File: config.mk
export PLATFORM = sky130hd
export DESIGN_NAME = acia_host_regs
export DESIGN_NICKNAME = d
export VERILOG_FILES = /design/src/rtl/acia_pkg.sv /design/src/rtl/acia_bus_decode.sv /design/src/rtl/acia_sync.sv /design/src/rtl/acia_rx_side.sv /design/src/rtl/acia_tx_side.sv /design/src/rtl/acia_host_regs.sv
export SDC_FILE = /design/constraint.sdc
export NUM_CORES = 1
export LEC_CHECK = 0
export BUFFER_PORTS_ARGS = -buffer_cell sky130_fd_sc_hd__buf_2
export CAP_MARGIN = 25
export CORE_MARGIN = 2
export CORE_UTILIZATION = 31
export CTS_CLUSTER_DIAMETER = 50
export DETAILED_ROUTE_END_ITERATION = 8
export GPL_TIMING_DRIVEN = 0
export PLACE_DENSITY_LB_ADDON = 0.25
export REMOVE_ABC_BUFFERS = 1
export SETUP_SLACK_MARGIN = 0.05
export SLEW_MARGIN = 20
export SYNTH_ARGS = -nofsm -noshare
export SYNTH_HDL_FRONTEND = slang
export SYNTH_SLANG_ARGS = --single-unit
File: constraint.sdc
create_clock -name clk -period 1.9 [get_ports clk]
set_input_delay 0.38 -clock clk [delete_from_list [all_inputs] [get_ports clk]]
set_output_delay 0.38 -clock clk [all_outputs]
set_load 0.1 [all_outputs]
File: src/rtl/acia_pkg.sv
package acia_pkg;
   localparam int unsigned ST_RXFULL  = 0;
   localparam int unsigned ST_TXEMPTY = 1;
   localparam int unsigned ST_CARRIER = 2;
   localparam int unsigned ST_CTS     = 3;
   localparam int unsigned ST_FRAME   = 4;
   localparam int unsigned ST_OVERRUN = 5;
   localparam int unsigned ST_PARITY  = 6;
   localparam int unsigned ST_IRQ     = 7;

   typedef enum logic [1:0] {
      DIV_1 = 2'b00, DIV_16 = 2'b01, DIV_64 = 2'b10, DIV_MRESET = 2'b11
   } div_e;

   typedef enum logic [1:0] {
      TXC_RTS_LO   = 2'b00,
      TXC_RTS_LO_I = 2'b01,
      TXC_RTS_HI   = 2'b10,
      TXC_BREAK    = 2'b11
   } txctl_e;

   typedef struct packed {
      logic       rx_ie;
      txctl_e     txc;
      logic [2:0] fmt;
      div_e       div;
   } ctrl_t;
endpackage

File: src/rtl/acia_bus_decode.sv
module acia_bus_decode (
   input  logic cs_hi0,
   input  logic cs_hi1,
   input  logic cs_lo_n,
   input  logic bus_en,
   input  logic reg_sel,
   input  logic rd_nwr,
   output logic wr_ctrl,
   output logic wr_tdr,
   output logic rd_stat,
   output logic rd_rdr
);
   logic hit;
   assign hit     = cs_hi0 & cs_hi1 & ~cs_lo_n & bus_en;
   assign wr_ctrl = hit & ~reg_sel & ~rd_nwr;
   assign rd_stat = hit & ~reg_sel &  rd_nwr;
   assign wr_tdr  = hit &  reg_sel & ~rd_nwr;
   assign rd_rdr  = hit &  reg_sel &  rd_nwr;
endmodule

File: src/rtl/acia_sync.sv
module acia_sync #(
   parameter int unsigned STAGES = 2
) (
   input  logic clk,
   input  logic rst_n,
   input  logic d,
   output logic q
);
   generate
      if (STAGES == 0) begin : g_direct
         assign q = d;
      end else begin : g_chain
         logic [STAGES-1:0] chain;
         always_ff @(posedge clk or negedge rst_n) begin
            if (!rst_n) chain <= '0;
            else if (STAGES == 1) chain <= d;
            else chain <= {chain[STAGES-2:0], d} ;
         end
         assign q = chain[STAGES-1];
      end
   endgenerate
endmodule

File: src/rtl/acia_rx_side.sv
module acia_rx_side #(
   parameter int unsigned DATA_W = 8
) (
   input  logic              clk,
   input  logic              rst_n,
   input  logic              hold,
   input  logic              rx_push,
   input  logic [DATA_W-1:0] rx_data,
   input  logic              rx_fe,
   input  logic              rx_pe,
   input  logic              rd_stat,
   input  logic              rd_rdr,
   input  logic              dcd_s,
   output logic [DATA_W-1:0] rdr,
   output logic              rdrf,
   output logic              ovrn,
   output logic              fe,
   output logic              pe,
   output logic              dcd_latch
);
   logic dcd_q, armed, rise;
   assign rise = dcd_s & ~dcd_q;

   always_ff @(posedge clk or negedge rst_n) begin
      if (!rst_n) dcd_q <= 1'b0;
      else        dcd_q <= dcd_s;
   end

   always_ff @(posedge clk or negedge rst_n) begin
      if (!rst_n) begin
         rdr <= '0; rdrf <= 1'b0; ovrn <= 1'b0; fe <= 1'b0; pe <= 1'b0;
         dcd_latch <= 1'b0; armed <= 1'b0;
      end else if (hold) begin
         rdrf <= 1'b0; ovrn <= 1'b0; fe <= 1'b0; pe <= 1'b0;
         dcd_latch <= 1'b0; armed <= 1'b0;
      end else begin
         if (rd_rdr) begin
            rdrf <= 1'b0;
            ovrn <= 1'b0;
         end
         if (rx_push) begin
            if (rdrf && !rd_rdr) begin
               ovrn <= 1'b1;
            end else begin
               rdr  <= rx_data;
               rdrf <= 1'b1;
               fe   <= rx_fe;
               pe   <= rx_pe;
            end
         end
         if (rd_stat && dcd_latch) armed <= 1'b1;
         if (rd_rdr && armed) begin
            dcd_latch <= 1'b0;
            armed     <= 1'b0;
         end
         if (rise) begin
            dcd_latch <= 1'b1;
            armed     <= 1'b0;
         end
      end
   end
endmodule

File: src/rtl/acia_tx_side.sv
module acia_tx_side #(
   parameter int unsigned DATA_W = 8
) (
   input  logic              clk,
   input  logic              rst_n,
   input  logic              hold,
   input  logic              wr_tdr,
   input  logic [DATA_W-1:0] wdata,
   input  logic              tx_take,
   output logic [DATA_W-1:0] tdr,
   output logic              tdr_empty
);
   always_ff @(posedge clk or negedge rst_n) begin
      if (!rst_n) begin
         tdr       <= '0;
         tdr_empty <= 1'b1;
      end else if (hold) begin
         tdr_empty <= 1'b1;
      end else if (wr_tdr) begin
         tdr       <= wdata;
         tdr_empty <= 1'b0;
      end else if (tx_take) begin
         tdr_empty <= 1'b1;
      end
   end
endmodule

File: src/rtl/acia_host_regs.sv
module acia_host_regs #(
   parameter int unsigned DATA_W      = 8,
   parameter int unsigned SYNC_STAGES = 2
) (
   input  logic              clk,
   input  logic              rst_n,
   input  logic              cs_hi0,
   input  logic              cs_hi1,
   input  logic              cs_lo_n,
   input  logic              bus_en,
   input  logic              reg_sel,
   input  logic              rd_nwr,
   input  logic [DATA_W-1:0] wdata,
   output logic [DATA_W-1:0] rdata,
   input  logic              rx_push,
   input  logic [DATA_W-1:0] rx_data,
   input  logic              rx_fe,
   input  logic              rx_pe,
   input  logic              tx_take,
   output logic [DATA_W-1:0] tx_data,
   output logic              tx_pending,
   output logic              tx_break,
   output logic [1:0]        div_sel,
   output logic [2:0]        word_fmt,
   output logic              engine_hold,
   input  logic              cts_n,
   input  logic              dcd_n,
   output logic              rts_n,
   output logic              irq_n
);
   import acia_pkg::*;

   localparam int unsigned STAT_W = 8;

   generate
      if (DATA_W != STAT_W) begin : g_bad_width
         $error("acia_host_regs: DATA_W must equal the status width of 8");
      end
   endgenerate

   logic wr_ctrl, wr_tdr, rd_stat, rd_rdr;
   logic cts_s, dcd_s;
   logic hold, tie, rie, irq, tdre_stat;
   logic rdrf, ovrn, fe, pe, dcd_latch, tdr_empty;
   logic [DATA_W-1:0] rdr, tdr;
   logic [STAT_W-1:0] status;
   ctrl_t ctrl;

   acia_bus_decode u_dec (
      .cs_hi0(cs_hi0), .cs_hi1(cs_hi1), .cs_lo_n(cs_lo_n), .bus_en(bus_en),
      .reg_sel(reg_sel), .rd_nwr(rd_nwr),
      .wr_ctrl(wr_ctrl), .wr_tdr(wr_tdr), .rd_stat(rd_stat), .rd_rdr(rd_rdr)
   );

   acia_sync #(.STAGES(SYNC_STAGES)) u_sync_cts (
      .clk(clk), .rst_n(rst_n), .d(cts_n), .q(cts_s)
   );
   acia_sync #(.STAGES(SYNC_STAGES)) u_sync_dcd (
      .clk(clk), .rst_n(rst_n), .d(dcd_n), .q(dcd_s)
   );

   always_ff @(posedge clk or negedge rst_n) begin
      if (!rst_n)       ctrl <= '{rx_ie: 1'b0, txc: TXC_RTS_LO, fmt: 3'b000, div: DIV_MRESET};
      else if (wr_ctrl) ctrl <= ctrl_t'(wdata);
   end

   assign hold = (ctrl.div == DIV_MRESET);
   assign rie  = ctrl.rx_ie;
   assign tie  = (ctrl.txc == TXC_RTS_LO_I);

   acia_rx_side #(.DATA_W(DATA_W)) u_rx (
      .clk(clk), .rst_n(rst_n), .hold(hold),
      .rx_push(rx_push), .rx_data(rx_data), .rx_fe(rx_fe), .rx_pe(rx_pe),
      .rd_stat(rd_stat), .rd_rdr(rd_rdr), .dcd_s(dcd_s),
      .rdr(rdr), .rdrf(rdrf), .ovrn(ovrn), .fe(fe), .pe(pe), .dcd_latch(dcd_latch)
   );

   acia_tx_side #(.DATA_W(DATA_W)) u_tx (
      .clk(clk), .rst_n(rst_n), .hold(hold),
      .wr_tdr(wr_tdr), .wdata(wdata), .tx_take(tx_take),
      .tdr(tdr), .tdr_empty(tdr_empty)
   );

   assign tdre_stat = tdr_empty & ~cts_s;
   assign irq = ~hold & ((rie & (rdrf | ovrn | dcd_latch)) | (tie & tdre_stat));

   always_comb begin
      status             = '0;
      status[ST_RXFULL]  = rdrf;
      status[ST_TXEMPTY] = tdre_stat;
      status[ST_CARRIER] = dcd_latch | dcd_s;
      status[ST_CTS]     = cts_s;
      status[ST_FRAME]   = fe;
      status[ST_OVERRUN] = ovrn;
      status[ST_PARITY]  = pe;
      status[ST_IRQ]     = irq;
   end

   assign rdata       = reg_sel ? rdr : status;
   assign irq_n       = ~irq;
   assign tx_data     = tdr;
   assign tx_pending  = ~tdr_empty;
   assign tx_break    = (ctrl.txc == TXC_BREAK) & ~hold;
   assign rts_n       = (ctrl.txc == TXC_RTS_HI);
   assign div_sel     = ctrl.div;
   assign word_fmt    = ctrl.fmt;
   assign engine_hold = hold;
endmodule

# Yosys cells after proc, flatten, opt, wreduce, memory -nomap -nowiden

Index checks and enable logic that the tools add are counted.

Bits in registers: 36
Input port bits: 30
Output and inout port bits: 26
Word-level logic and storage cells: 85

Equal/unequal tests: 5
Mux-type cells: 25
Bitwise operators: 28
Reduce and logical (&&, ||, !) cells: 11

Operators by type and width:

| operator             | count |
|---|---|
| $mux W1              | 24 |
| $and A1 B1 Y1        | 15 |
| $not A1 Y1           | 9 |
| $mux W8              | 1 |
| $eq A2 B2 Y1 const B | 3 |
| $reduce_bool A3 Y1   | 2 |
| $or A1 B1 Y1         | 4 |
| $reduce_and A2 Y1    | 2 |
| $reduce_bool A4 Y1   | 1 |
| $logic_and A1 B1 Y1  | 3 |
| $reduce_and A3 Y1    | 1 |
| $eq A2 B1 Y1 const B | 1 |
| $ne A2 B2 Y1 const B | 1 |
| $reduce_bool A2 Y1   | 1 |
| $logic_not A1 Y1     | 1 |

# Longest topological paths before layout

Depth after elaboration: 10
Depth in mapped cells: 4
Gate-level depth less buffers: 4

# Cells and area by module

From an unflattened synthesis, not the netlist that was laid out.

Cells, all modules: 118
Area total of the unflattened synthesis: 1,645.3 um^2

Modules (own cells, without submodules):

| module          | times used | cells an instance | area an instance (um^2) | seq. area each (um^2) |
|---|---|---|---|---|
| acia_rx_side    | 1          | 44                | 608.1                   | 375.4 |
| acia_host_regs  | 1          | 43                | 493.0                   | 202.7 |
| acia_tx_side    | 1          | 21                | 382.9                   | 226.5 |
| acia_sync       | 2          | 2                 | 50.0                    | 50.0 |
| acia_bus_decode | 1          | 6                 | 61.3                    | 0.0 |

# Least setup slack after synthesis

OpenSTA, ideal clock, no wires.

Kind: register to output
Start point: register u_rx.rdrf
End point: output rdata[7]
Arrival: 4.891 ns
Data required time: 1.520 ns
Setup slack: -3.371 ns
Stages on the path, launching flop included: 4
Path buffers: 0
Cells stage by stage: dfrtp_1 -> o31a_1 -> o21ai_0 -> o21ai_0

Longest elaborated chain between the ends: 6

RTL lines:

| what                       | line                 | source |
|---|---|---|
| from (decl)                | acia_rx_side.sv:15   | `output logic rdrf,` |
| from (signal assigned)     | acia_rx_side.sv:31   | `rdr <= '0; rdrf <= 1'b0; ovrn <= 1'b0; fe <= 1'b0; pe <= 1'b0;` |
| from (signal assigned)     | acia_rx_side.sv:34   | `rdrf <= 1'b0; ovrn <= 1'b0; fe <= 1'b0; pe <= 1'b0;` |
| from (signal assigned)     | acia_rx_side.sv:38   | `rdrf <= 1'b0;` |
| $or A1 B1 Y1 (2 in series) | acia_host_regs.sv:85 | `assign irq = ~hold & ((rie & (rdrf \| ovrn \| dcd_latch)) \| (tie & tdre_stat));` |
| $and A1 B1 Y1              | acia_host_regs.sv:85 |  |
| $or A1 B1 Y1               | acia_host_regs.sv:85 |  |
| $and A1 B1 Y1              | acia_host_regs.sv:85 |  |
| $mux W8                    | acia_host_regs.sv:99 | `assign rdata = reg_sel ? rdr : status;` |
| to (decl)                  | acia_host_regs.sv:14 | `output logic [DATA_W-1:0] rdata,` |

Every way passes these cells.

# Worst setup path after layout

Start point: register u_tx.tdr_empty
End point: output rdata[7]

Longest elaborated chain between the ends: 5

RTL lines:

| what                   | line                 | source |
|---|---|---|
| from (decl)            | acia_tx_side.sv:11   | `output logic tdr_empty` |
| from (signal assigned) | acia_tx_side.sv:16   | `tdr_empty <= 1'b1;` |
| from (signal assigned) | acia_tx_side.sv:18   | `tdr_empty <= 1'b1;` |
| from (signal assigned) | acia_tx_side.sv:21   | `tdr_empty <= 1'b0;` |
| $and A1 B1 Y1          | acia_host_regs.sv:84 | `assign tdre_stat = tdr_empty & ~cts_s;` |
| $and A1 B1 Y1          | acia_host_regs.sv:85 |  |
| $or A1 B1 Y1           | acia_host_regs.sv:85 |  |
| $and A1 B1 Y1          | acia_host_regs.sv:85 |  |
| $mux W8                | acia_host_regs.sv:99 |  |

Every way passes these cells.

==> impl_metrics.csv <==
group,metric,value,unit
sta,rsz0062_at_grt,"true",
synth,syn-cell-area,1580,µm²
sta,finalSetupViolations,0,
sta,skew,0.00370,ns
global_routing,grt.overflow.total,0,
clocking,cts_tree,"done",
clocking,h-tree-depth,2,
clocking,root_buffer,"clkbuf_8",
place,dpl_cell_area,1890,µm²
route,drt-initial-drc-count,31,
route,met1_length,1.47,mm
place,hpwlAfterDp,2.50,mm
critical_path,crit_path_max_fanout,3,
route,wirelength,3.32,mm
synth,ys_types,28,
route,wl_met3,232,µm
global_routing,grt_pass1_vias,1188,
clocking,cts.sinks,36,
cells_and_area,fillers,483,
critical_path,max_stage_delay,0.55,ns
route,highest_layer,"met4",
route,met2_length,1.61,mm
sta,slew_violations,0,
global_routing,grt_max_degree,37,
die,start_util,0.328,
synth,synth_area_leaders,"dfrtp_1, mux2_2, dfstp_2",
place,io_buffers,55,
synth,async_reset_ff_frac,1.00,
synth,syn_area_per_cell,13.3,µm²
critical_path,endpoint_kind,"output pin",
critical_path,critPathLaunchType,"flop",
critical_path,critPathArrivalTime,1.52,ns
cells_and_area,drive_gt1_frac,0.585,
synth,ys_warn_count,0,
critical_path,required,1.52,ns
route,ant_nets,0,
cells_and_area,area_growth,32.0,%
synth,synth-edff-count,0,
clocking,clk_latency,0.28,ns
cells_and_area,final_util,0.434,
clocking,cts_hold_buf,0,
synth,syn-instance-count,119,
route,dr_total_vias,1108,
synth,yosysTopAreaCellShare,0.522,
run,maxCapViolations,0,
route,drc_errors,0,
cells_and_area,nNetsFinal,205,
sta,tightest_slew,0.787,ns
clocking,cts.clk_slew.worst_paths,0.07,ns
synth,synth-main-ff-cell,"dfrtp_1",
die,core,4820,µm²
clocking,clockBufferDepth,2,
die,die_w,75.4,µm
critical_path,cp_slowest_cell,"dfstp_2",
place,gp_congestion,0.758,
die,die_y,75.4,µm
sta,fin_crit_sh,0.998,
synth,synth_top_area_cell,"dfrtp_1",
cells_and_area,n_antenna_cell,0,
global_routing,antenna_found_initial,0,
sta,slew_headroom,0.475,
critical_path,crit_chain,"nor4bb_4 -> o21ai_2 -> o21ai_1 -> buf_6",
route,viasPerCell,4.56,
critical_path,crit_family,"flip-flops",
global_routing,grt_pass1_wl,5.24,mm
die,boundaryPins,56,
sta,max_freq,527,MHz
worst_hold_path,min_path_type,"in2async",
pwr,power_leakage,1.02,nW
sta,hold_viol,0,
global_routing,track_usage,0.124,
route,first_pass_iters,4,
sta,holdWs,0.175,ns
cells_and_area,fin_area,2090,µm²
outcome,status,"completed",
critical_path,crit_buf_inv,1,
pwr,p_per_area,1600,nW/µm²
route,wl_per_cell,13.7,µm
synth,ys_seq_area_frac,0.572,
die,dieArea,5690,µm²
synth,synth_seq_cells,36,
clocking,cts-buffers-inserted,5,
sta,min_period,1.90,ns
critical_path,crit_type,"reg2out",
pwr,worst_ir_drop_vdd,0.000634,V
sta,tns,0,ns
die,row_count,25,
[metal layers]
| metal | global-route usage | vias up |
|---|---|---|
| met1 | 0.151 | 533 |
| met2 | 0.209 | 43 |
| met4 | 0.0468 | 0 |
| met3 | 0.0370 | 2 |
| met5 | 0 | - |
| li1 | - | 530 |
[placed cells by master (no fill, tap or decap)]
| cell | netlist | layout |
|---|---|---|
| nand2_1 | 10 | 9 |
| dfstp_2 | 3 | 3 |
| dfrtp_1 | 33 | 33 |
| nand4_1 | 1 | 1 |
| o21ai_0 | 7 | 5 |
| nor2_1 | 4 | 4 |
| and3_1 | 1 | 1 |
| nor2b_1 | 3 | 3 |
| o31ai_1 | 1 | 1 |
| a2111oi_4 | 1 | 1 |
| and4bb_2 | 1 | 1 |
| nor3b_1 | 1 | 1 |
| nor4b_1 | 1 | 1 |
| nor4bb_4 | 0 | 1 |
| o21ai_1 | 0 | 1 |
| mux2i_1 | 2 | 2 |
| buf_2 | 1 | 50 |
| a21boi_1 | 1 | 1 |
| o22ai_1 | 1 | 1 |
| buf_6 | 0 | 3 |
| o21ai_2 | 0 | 1 |
| o31a_1 | 1 | 1 |
| clkbuf_8 | 0 | 8 |
| nand2_4 | 0 | 1 |
| nand3b_1 | 1 | 1 |
| inv_1 | 3 | 3 |
| nand4b_4 | 1 | 1 |
| bufinv_16 | 0 | 1 |
| o21bai_1 | 1 | 1 |
| a21oi_1 | 2 | 2 |
| mux2_2 | 29 | 29 |
| nand3_1 | 1 | 1 |
| buf_4 | 5 | 3 |
[logic make-up after synthesis]
kind of cell,share of synthesized area
compound gates,0.0696
simple gates,0.100
flops,0.572
buf+inv,0.0388
mux,0.219
[sequential cells by signal (all words and copies together) (netlist names), 2 cells and up]
register and cells:
u_rx.rdr 8, ctrl 2, div_sel 2, word_fmt 3, u_sync_cts.g_chain.chain 2, u_sync_dcd.g_chain.chain 2
u_tx.tdr 8
[timing repair]
action                     in CTS  in global routing
hold endpoints to repair        0                  0
pin swaps                       4                  3
gates resized for setup        14                  2
gates cloned                    0                  0
setup endpoints to repair      13                 13
buffers inserted                0                  2
[synthesized netlist by cell type, drive strengths merged (2+ instances only)]
| library cell | n |
|---|---|
| a21oi | 2 |
| buf | 6 |
| clkbuf | 2 |
| dfrtp | 33 |
| dfstp | 3 |
| inv | 3 |
| mux2 | 29 |
| mux2i | 2 |
| nand2 | 10 |
| nor2 | 4 |
| nor2b | 3 |
| o21ai | 7 |
[where the power goes]
| group | switching (mW) | internal [mW] | leakage, nW | total (mW) |
|---|---|---|---|---|
| Combinational | 1.19 | 0.348 | 0.523 | 1.54 |
| Sequential | 0.116 | 0.968 | 0.434 | 1.08 |
| Clock | 0.258 | 0.463 | 0.0645 | 0.721 |
[worst register-to-register path, stage by stage, from the launching register on]
cell,delay (ns)
dfstp_2,0.39
nand2_4,0.13
inv_1,0.13
a2111oi_4,0.35
buf_4,0.21
mux2_2,0.33
[through the flow]
| stage | total power [mW] | std cells | setup WS, ns |
|---|---|---|---|
| after floorplan | 2.33 | 111 | -3.37 |
| after global placement | 2.56 | 233 | -0.0974 |
| after detailed placement | 2.59 | 233 | -0.140 |
| after CTS | 3.37 | 241 | -0.0485 |
| after global routing | 3.49 | 243 | -0.0873 |
| final | 3.34 | 243 | 0.00355 |
[area by class of cell]
cell class,count,area (µm²),share of cell area
Inverter,3,11.3,0.00539
Tap cell,67,83.8,0.0401
Timing Repair Buffer,57,320,0.153
Multi-Input combinational cell,72,642,0.307
Sequential cell,36,905,0.433
Clock buffer,7,96.3,0.0461
Clock inverter,1,30.0,0.0144
[final timing paths]
path	start	endpoint	slack, ns	cells past startpoint
setup / recovery	u_tx.tdr_empty$_DFFE_PN1P_	rdata[7]	0.004	4
hold / removal	rst_n	u_rx.rdr[6]$_DFFE_PN0P_	0.18	1
setup reg to reg	div_sel[0]$_DFFE_PN1P_	u_rx.rdr[2]$_DFFE_PN0P_	0.25	5
hold reg to reg	u_sync_cts.g_chain.chain[0]$_DFF_PN0_	u_sync_cts.g_chain.chain[1]$_DFF_PN0_	0.35	0
max in group asynchronous	rst_n	ctrl[5]$_DFFE_PN0P_	1.23	1
min in group clk	cts_n	u_sync_cts.g_chain.chain[0]$_DFF_PN0_	0.20	1
No activity file was read; power rests on OpenSTA's default activity.
